[src/rtl/vtc_pkg.sv]
package vtc_pkg;
  localparam int DW     = 8;
  localparam int SEL_W  = 5;
  localparam int NREG   = 1 << SEL_W;

  localparam logic [SEL_W-1:0] REG_CRSR_CFG = 5'd10;
  localparam logic [SEL_W-1:0] REG_CTRL     = 5'd12;
  localparam logic [SEL_W-1:0] REG_START_LO = 5'd13;
  localparam logic [SEL_W-1:0] REG_CPOS_HI  = 5'd14;
  localparam logic [SEL_W-1:0] REG_CPOS_LO  = 5'd15;
  localparam logic [SEL_W-1:0] REG_PEN_HI   = 5'd16;
  localparam logic [SEL_W-1:0] REG_PEN_LO   = 5'd17;

  localparam int STATUS_VR_BIT = 5;

  function automatic logic [DW-1:0] reg_mask(int idx);
    case (idx)
      4, 6, 7, 10, 11: return 8'h7F;
      5, 9:            return 8'h1F;
      12, 14:          return 8'h3F;
      default:         return 8'hFF;
    endcase
  endfunction
endpackage

[src/rtl/vtc_sel_latch.sv]
module vtc_sel_latch
  import vtc_pkg::*;
(
  input  logic             clk_i,
  input  logic             rst_ni,
  input  logic             ld_i,
  input  logic [SEL_W-1:0] idx_i,
  output logic [SEL_W-1:0] sel_o
);
  always_ff @(posedge clk_i or negedge rst_ni) begin
    if (!rst_ni)   sel_o <= '0;
    else if (ld_i) sel_o <= idx_i;
  end

  a_r1_latch_load: assert property (@(posedge clk_i) disable iff (!rst_ni)
    ld_i |=> sel_o == $past(idx_i));
endmodule

[src/rtl/vtc_reg_bank.sv]
module vtc_reg_bank
  import vtc_pkg::*;
(
  input  logic                      clk_i,
  input  logic                      rst_ni,
  input  logic                      wr_i,
  input  logic [SEL_W-1:0]          sel_i,
  input  logic [DW-1:0]             wdata_i,
  output logic [NREG-1:0][DW-1:0]   regs_o
);
  for (genvar i = 0; i < NREG; i++) begin : g_reg
    localparam logic [DW-1:0] MASK = reg_mask(i);
    always_ff @(posedge clk_i or negedge rst_ni) begin
      if (!rst_ni)                         regs_o[i] <= '0;
      else if (wr_i && sel_i == SEL_W'(i)) regs_o[i] <= wdata_i & MASK;
    end
  end

  a_r2_reg4_trim: assert property (@(posedge clk_i) disable iff (!rst_ni)
    (wr_i && sel_i == 5'd4) |=> !regs_o[4][7]);
  a_r11_no_write_hold: assert property (@(posedge clk_i) disable iff (!rst_ni)
    !wr_i |=> $stable(regs_o));
endmodule

[src/rtl/vtc_cursor_ctl.sv]
module vtc_cursor_ctl
  import vtc_pkg::*;
#(
  parameter int BLINK_LOAD = 16,
  localparam int CW = $clog2(BLINK_LOAD + 1)
)(
  input  logic          clk_i,
  input  logic          rst_ni,
  input  logic          cfg_wr_i,
  input  logic [1:0]    mode_field_i,
  input  logic          hw_en_i,
  output logic [1:0]    mode_o,
  output logic          blink_state_o,
  output logic [CW-1:0] blink_cnt_o
);
  logic [1:0] mode_new;
  logic       restart;

  assign mode_new = mode_field_i ^ 2'b01;
  assign restart  = cfg_wr_i && hw_en_i && (mode_new != mode_o);

  always_ff @(posedge clk_i or negedge rst_ni) begin
    if (!rst_ni) begin
      mode_o        <= '0;
      blink_state_o <= 1'b0;
      blink_cnt_o   <= '0;
    end else if (restart) begin
      mode_o        <= mode_new;
      blink_state_o <= 1'b1;
      blink_cnt_o   <= CW'(BLINK_LOAD);
    end
  end

  a_r7_mode_restarts_blink: assert property (@(posedge clk_i) disable iff (!rst_ni)
    !$stable(mode_o) |-> (blink_state_o && blink_cnt_o == CW'(BLINK_LOAD)));
  a_r8_disabled_no_change: assert property (@(posedge clk_i) disable iff (!rst_ni)
    !hw_en_i |=> ($stable(mode_o) && $stable(blink_state_o) && $stable(blink_cnt_o)));
endmodule

[src/rtl/vtc_read_port.sv]
module vtc_read_port
  import vtc_pkg::*;
(
  input  logic             clk_i,
  input  logic             rst_ni,
  input  logic             rd_i,
  input  logic             rs_i,
  input  logic [SEL_W-1:0] sel_i,
  input  logic             vretrace_i,
  input  logic [DW-1:0]    cpos_hi_i,
  input  logic [DW-1:0]    cpos_lo_i,
  output logic [DW-1:0]    rdata_o
);
  logic [DW-1:0] rd_mux;

  always_comb begin
    rd_mux = '0;
    if (!rs_i) begin
      rd_mux[STATUS_VR_BIT] = vretrace_i;
    end else begin
      case (sel_i)
        REG_CPOS_HI:             rd_mux = cpos_hi_i;
        REG_CPOS_LO:             rd_mux = cpos_lo_i;
        REG_PEN_HI, REG_PEN_LO:  rd_mux = '1;
        default:                 rd_mux = '0;
      endcase
    end
  end

  always_ff @(posedge clk_i or negedge rst_ni) begin
    if (!rst_ni)   rdata_o <= '0;
    else if (rd_i) rdata_o <= rd_mux;
  end

  a_r4_status_read: assert property (@(posedge clk_i) disable iff (!rst_ni)
    (rd_i && !rs_i) |=> rdata_o == {2'b00, $past(vretrace_i), 5'b00000});
  a_r6_hold_idle: assert property (@(posedge clk_i) disable iff (!rst_ni)
    !rd_i |=> $stable(rdata_o));
endmodule

[src/rtl/vtc_regport.sv]
module vtc_regport
  import vtc_pkg::*;
#(
  parameter int BLINK_LOAD = 16,
  localparam int CW = $clog2(BLINK_LOAD + 1)
)(
  input  logic                    clk_i,
  input  logic                    rst_ni,
  input  logic                    cs_i,
  input  logic                    we_i,
  input  logic                    rs_i,
  input  logic [DW-1:0]           wdata_i,
  output logic [DW-1:0]           rdata_o,
  input  logic                    vretrace_i,
  input  logic                    hw_cursor_en_i,
  output logic [NREG-1:0][DW-1:0] regs_o,
  output logic [13:0]             start_addr_o,
  output logic [1:0]              scr_offset_o,
  output logic                    chargen_hi_o,
  output logic                    invert_o,
  output logic [1:0]              crsr_mode_o,
  output logic                    blink_state_o,
  output logic [CW-1:0]           blink_cnt_o
);
  logic             idx_wr, data_wr, rd_stb, cfg_wr;
  logic [SEL_W-1:0] sel;
  logic [DW-1:0]    ctrl;

  assign idx_wr  = cs_i && we_i && !rs_i;
  assign data_wr = cs_i && we_i && rs_i;
  assign rd_stb  = cs_i && !we_i;
  assign cfg_wr  = data_wr && sel == REG_CRSR_CFG;

  vtc_sel_latch u_sel (
    .clk_i, .rst_ni, .ld_i(idx_wr), .idx_i(wdata_i[SEL_W-1:0]), .sel_o(sel)
  );

  vtc_reg_bank u_bank (
    .clk_i, .rst_ni, .wr_i(data_wr), .sel_i(sel), .wdata_i, .regs_o
  );

  vtc_cursor_ctl #(.BLINK_LOAD(BLINK_LOAD)) u_crsr (
    .clk_i, .rst_ni, .cfg_wr_i(cfg_wr), .mode_field_i(wdata_i[6:5]),
    .hw_en_i(hw_cursor_en_i), .mode_o(crsr_mode_o),
    .blink_state_o, .blink_cnt_o
  );

  vtc_read_port u_rd (
    .clk_i, .rst_ni, .rd_i(rd_stb), .rs_i, .sel_i(sel), .vretrace_i,
    .cpos_hi_i(regs_o[REG_CPOS_HI]), .cpos_lo_i(regs_o[REG_CPOS_LO]),
    .rdata_o
  );

  assign ctrl         = regs_o[REG_CTRL];
  assign start_addr_o = {ctrl[5:0], regs_o[REG_START_LO]};
  assign scr_offset_o = ctrl[1:0];
  assign chargen_hi_o = ctrl[4];
  assign invert_o     = ctrl[5];

  a_r9_ctrl_decode: assert property (@(posedge clk_i) disable iff (!rst_ni)
    (data_wr && sel == REG_CTRL) |=> invert_o == $past(wdata_i[5]));
endmodule

[config.mk]
export PLATFORM = sky130hd
export DESIGN_NAME = vtc_regport
export DESIGN_NICKNAME = d
export VERILOG_FILES = /design/src/rtl/vtc_pkg.sv /design/src/rtl/vtc_sel_latch.sv /design/src/rtl/vtc_reg_bank.sv /design/src/rtl/vtc_cursor_ctl.sv /design/src/rtl/vtc_read_port.sv /design/src/rtl/vtc_regport.sv
export SDC_FILE = /design/constraint.sdc
export NUM_CORES = 1
export LEC_CHECK = 0
export ABC_CLOCK_PERIOD_IN_PS = 2550
export BUFFER_PORTS_ARGS = -buffer_cell sky130_fd_sc_hd__clkbuf_2
export CORE_ASPECT_RATIO = 1.2
export CORE_MARGIN = 4
export CORE_UTILIZATION = 50
export CTS_CLUSTER_SIZE = 16
export DETAILED_ROUTE_END_ITERATION = 8
export PLACE_DENSITY_LB_ADDON = 0.15
export SLEW_MARGIN = 20
export SYNTH_ARGS = -nofsm -noshare
export SYNTH_HDL_FRONTEND = slang
export SYNTH_SLANG_ARGS = --single-unit
[constraint.sdc]
create_clock -name clk_i -period 2.55 [get_ports clk_i]
set_clock_uncertainty 0.15 [all_clocks]
set_input_delay 0.1275 -clock clk_i [delete_from_list [all_inputs] [get_ports clk_i]]
set_output_delay 0.1275 -clock clk_i [all_outputs]
set_load 0.05 [all_outputs]
==> summary.md <==
| Metric | Value |
|---|---|
| Die Area | `23300 µm²` |
| Worst Path Required | `2.79 ns` |
| Core Region | `20400 µm²` |
| Ys async rst share | `100%` |
| Crit path launch type | `register` |
| Relative slew slack | `38.9%` |
| Initial DRC count | `246` |
| Final core occ | `63.3%` |
| Slew @ Worst Pin | `0.917 ns` |
| Skew-Pair Late Insertion Delay | `0.52 ns` |
| CTS Buffer Depth | `3` |
| Max cap viols | `0` |
| Port Buffer Count | `285` |
| FF-to-FF setup slack | `0.38 ns` |
| Post-DRT Antenna Nets | `0` |
| Count of different cell masters after synthesis | `43` |
| Status | `completed` |
| Critical Path Fanout Max | `15` |
| Register area share after synthesis | `61.5%` |
| Static leakage | `6.96 nW` |
| Post-synth top area cell | `dfrtp_1` |
| Netlist Area Pre-Place | `10500 µm²` |
| Average size of a mapped cell | `15.3 µm²` |
| Most frequent cell after synthesis | `dfrtp_1` |
| Final WS setup | `0.383 ns` |
| Die Y-Extent | `166 µm` |
| Via count | `6537` |
| Global Route Usage Sum | `22.6%` |
| Yosys reg bits | `257` |
| Total Wirelength | `26400 µm` |
| Largest net degree at the start of global routing | `78` |
| Clock transition at path regs | `0.06 ns` |
| Root Driver | `clkbuf_16` |
| Fin crit share | `85.0%` |
| Slew Limit Fails | `0` |
| Worst R2R Start | `u_sel.sel_o[1]` |
| Final Cell Area | `12900 µm²` |
| RSZ-0062 raised after global routing | `false` |
| Placed Area | `11900 µm²` |
| Cts bufs inserted | `25` |
| Core Rows | `57` |
| Final hold violations | `0` |
| CTS Sinks | `257` |
| Maximum vdd drop | `0.609 mV` |
| Hold Crit Class | `in2async` |
| First-pass GRT wire length | `41800 µm` |
| Synthesis-to-finish area growth | `23.6%` |
| CTS tree | `yes` |
| Grt ovf | `0` |
| Vias per cell | `5.27` |
| Area share of the largest cell type after synthesis | `61.5%` |
| Cells on worst reg2reg path | `3` |
| CTS H-tree depth | `1` |
| Crit Path Class | `reg2reg` |
| Placer Congestion | `0.782` |
| Final Setup Violations | `0` |
| Setup TNS | `0 ns` |
| Largest cells by area after synthesis | `dfrtp_1, mux2_2, buf_4` |
| Cells after Synth | `683` |
| Vias in the first global route | `6821` |
| Antenna violations before repair | `1` |
| Crit. End Element | `register` |
| Initial Util | `51.2%` |
| Layout cells sized above 1 | `62.2%` |
| Pre-CTS setup slack | `0.358 ns` |
| Reg2Reg Capture Point | `u_bank.regs_o[229]` |
| I/O pin cnt | `305` |
| Final min period | `2.17 ns` |
| Detailed placer's ending HPWL | `17800 µm` |
| Avg WL per Cell | `21.3 µm` |
| Synth Flop Type | `dfrtp_1` |
| Post-synth top cells | `dfrtp_1, mux2_2, buf_4, clkbuf_1, nand2_1` |
| Fillcell total | `1648` |
| Chip Width | `140 µm` |
| Drt drc | `0` |
| DR pass1 iterations | `4` |
| CP Data Arrival Time | `2.41 ns` |
| Warnings from Yosys | `0` |
| CTS-repair resized insts | `0` |
| Final worst hold slack | `0.0621 ns` |
| Cell Pwr Density | `1100 nW/µm²` |
| Number of synthesized flops with an enable pin | `0` |
| Max Freq | `0.462 GHz` |
| Nets | `972` |
metal layers:
metal | part of all wire (%) | GRT usage (%) | up-vias
li1 | - | - | 2905
met1 | 41 | 29.4 | 3405
met2 | 51 | 38.9 | 191
met3 | 6.4 | 5.76 | 36
met4 | 1.6 | 4.38 | 0
met5 | 0 | 0 | -
stage by stage:
stage	total power, mW	instances
detailed placement	10.4	1186
global route	14.8	1241
CTS	14.3	1240
floorplan	9.20	701
global placement	10.3	1186
finish	14.2	1241
registers in the layout, indices dropped and copies added, names as in the netlist:
name	cells
u_bank.regs_o	241
u_crsr.blink_cnt_o	1
u_crsr.mode_o	2
u_rd.rdata_o	8
u_sel.sel_o	5
power by group:
part           switching (mW)  total, mW  internal, mW  leakage, nW
sequential              0.492       5.33          4.84         3.48
combinational            3.82       4.97          1.15         3.05
clock                    1.55       3.87          2.32        0.429
total                    5.86       14.2          8.31         6.96
worst max-delay path, stage by stage, from the launching register on:
cell,delay [ns]
dfrtp_1,0.57
nor2_1,0.31
nand4_1,0.52
mux2_2,0.48
cell type report:
class                           count  area, µm²  area share (%)
Timing Repair Buffer              304       1660            12.8
Clock inverter                     13        175            1.36
Clock buffer                       32        692            5.36
Antenna cell                        1       2.50          0.0194
Tap cell                          265        332            2.57
Multi-Input combinational cell    368       3620            28.0
Sequential cell                   257       6430            49.8
Inverter                            1       3.75          0.0291
worst max path at each step:
stage,slack [ns],endpoint,start
floorplan,0.67,u_bank.regs_o[200],u_sel.sel_o[2]
detailed placement,0.36,u_bank.regs_o[186],u_sel.sel_o[4]
finish,0.38,u_bank.regs_o[229],u_sel.sel_o[1]
CTS,0.34,u_bank.regs_o[186],u_sel.sel_o[4]
global placement,0.38,u_bank.regs_o[188],u_sel.sel_o[4]
global route,0.21,u_bank.regs_o[185],u_sel.sel_o[4]
cell families (layout without fill, tap and decap cells):
family | after synthesis | in the layout | synth area share, %
AOI/OAI and AO/OA | 21 | 21 | 1.29
and+or+nand+nor | 79 | 79 | 5.67
buffers and inverters | 76 | 350 | 4.47
DFF | 257 | 257 | 61.5
muxes | 247 | 247 | 26.8
other | 1 | 20 | 0.0359
xor gates and xnor gates | 2 | 2 | 0.168
cells in the final DEF, fill, tap and decap left out, types with 2 or more instances in the layout:
master | synthesis | routed
clkbuf_16 | 0 | 25
nand3_2 | 2 | 2
and3_1 | 2 | 2
clkinv_2 | 0 | 6
mux2_4 | 6 | 6
nor3_4 | 8 | 8
dlygate4sd3_1 | 0 | 8
nor2_2 | 6 | 6
bufinv_16 | 0 | 4
nand4_1 | 2 | 2
nor2b_1 | 4 | 4
buf_12 | 0 | 3
conb_1 | 1 | 19
a221oi_1 | 6 | 6
buf_4 | 45 | 7
nand3b_1 | 2 | 2
nor3_1 | 2 | 2
nand3_1 | 6 | 6
clkinv_4 | 0 | 2
o21ai_0 | 9 | 9
mux2_1 | 6 | 6
nor2_1 | 8 | 8
clkbuf_1 | 24 | 3
a21oi_1 | 3 | 3
clkbuf_2 | 0 | 284
nand2b_1 | 6 | 6
nand2_2 | 4 | 4
clkbuf_8 | 0 | 4
dfrtp_1 | 257 | 257
nand2_1 | 16 | 16
mux2_2 | 235 | 235
repair_timing:
| item | 4_1_cts | 5_1_grt |
|---|---|---|
| hold buffers | 9 | 0 |
| buffers inserted | 0 | 0 |
| hold endpoints to repair | 263 | 0 |
No activity file was read; power rests on OpenSTA's default activity.
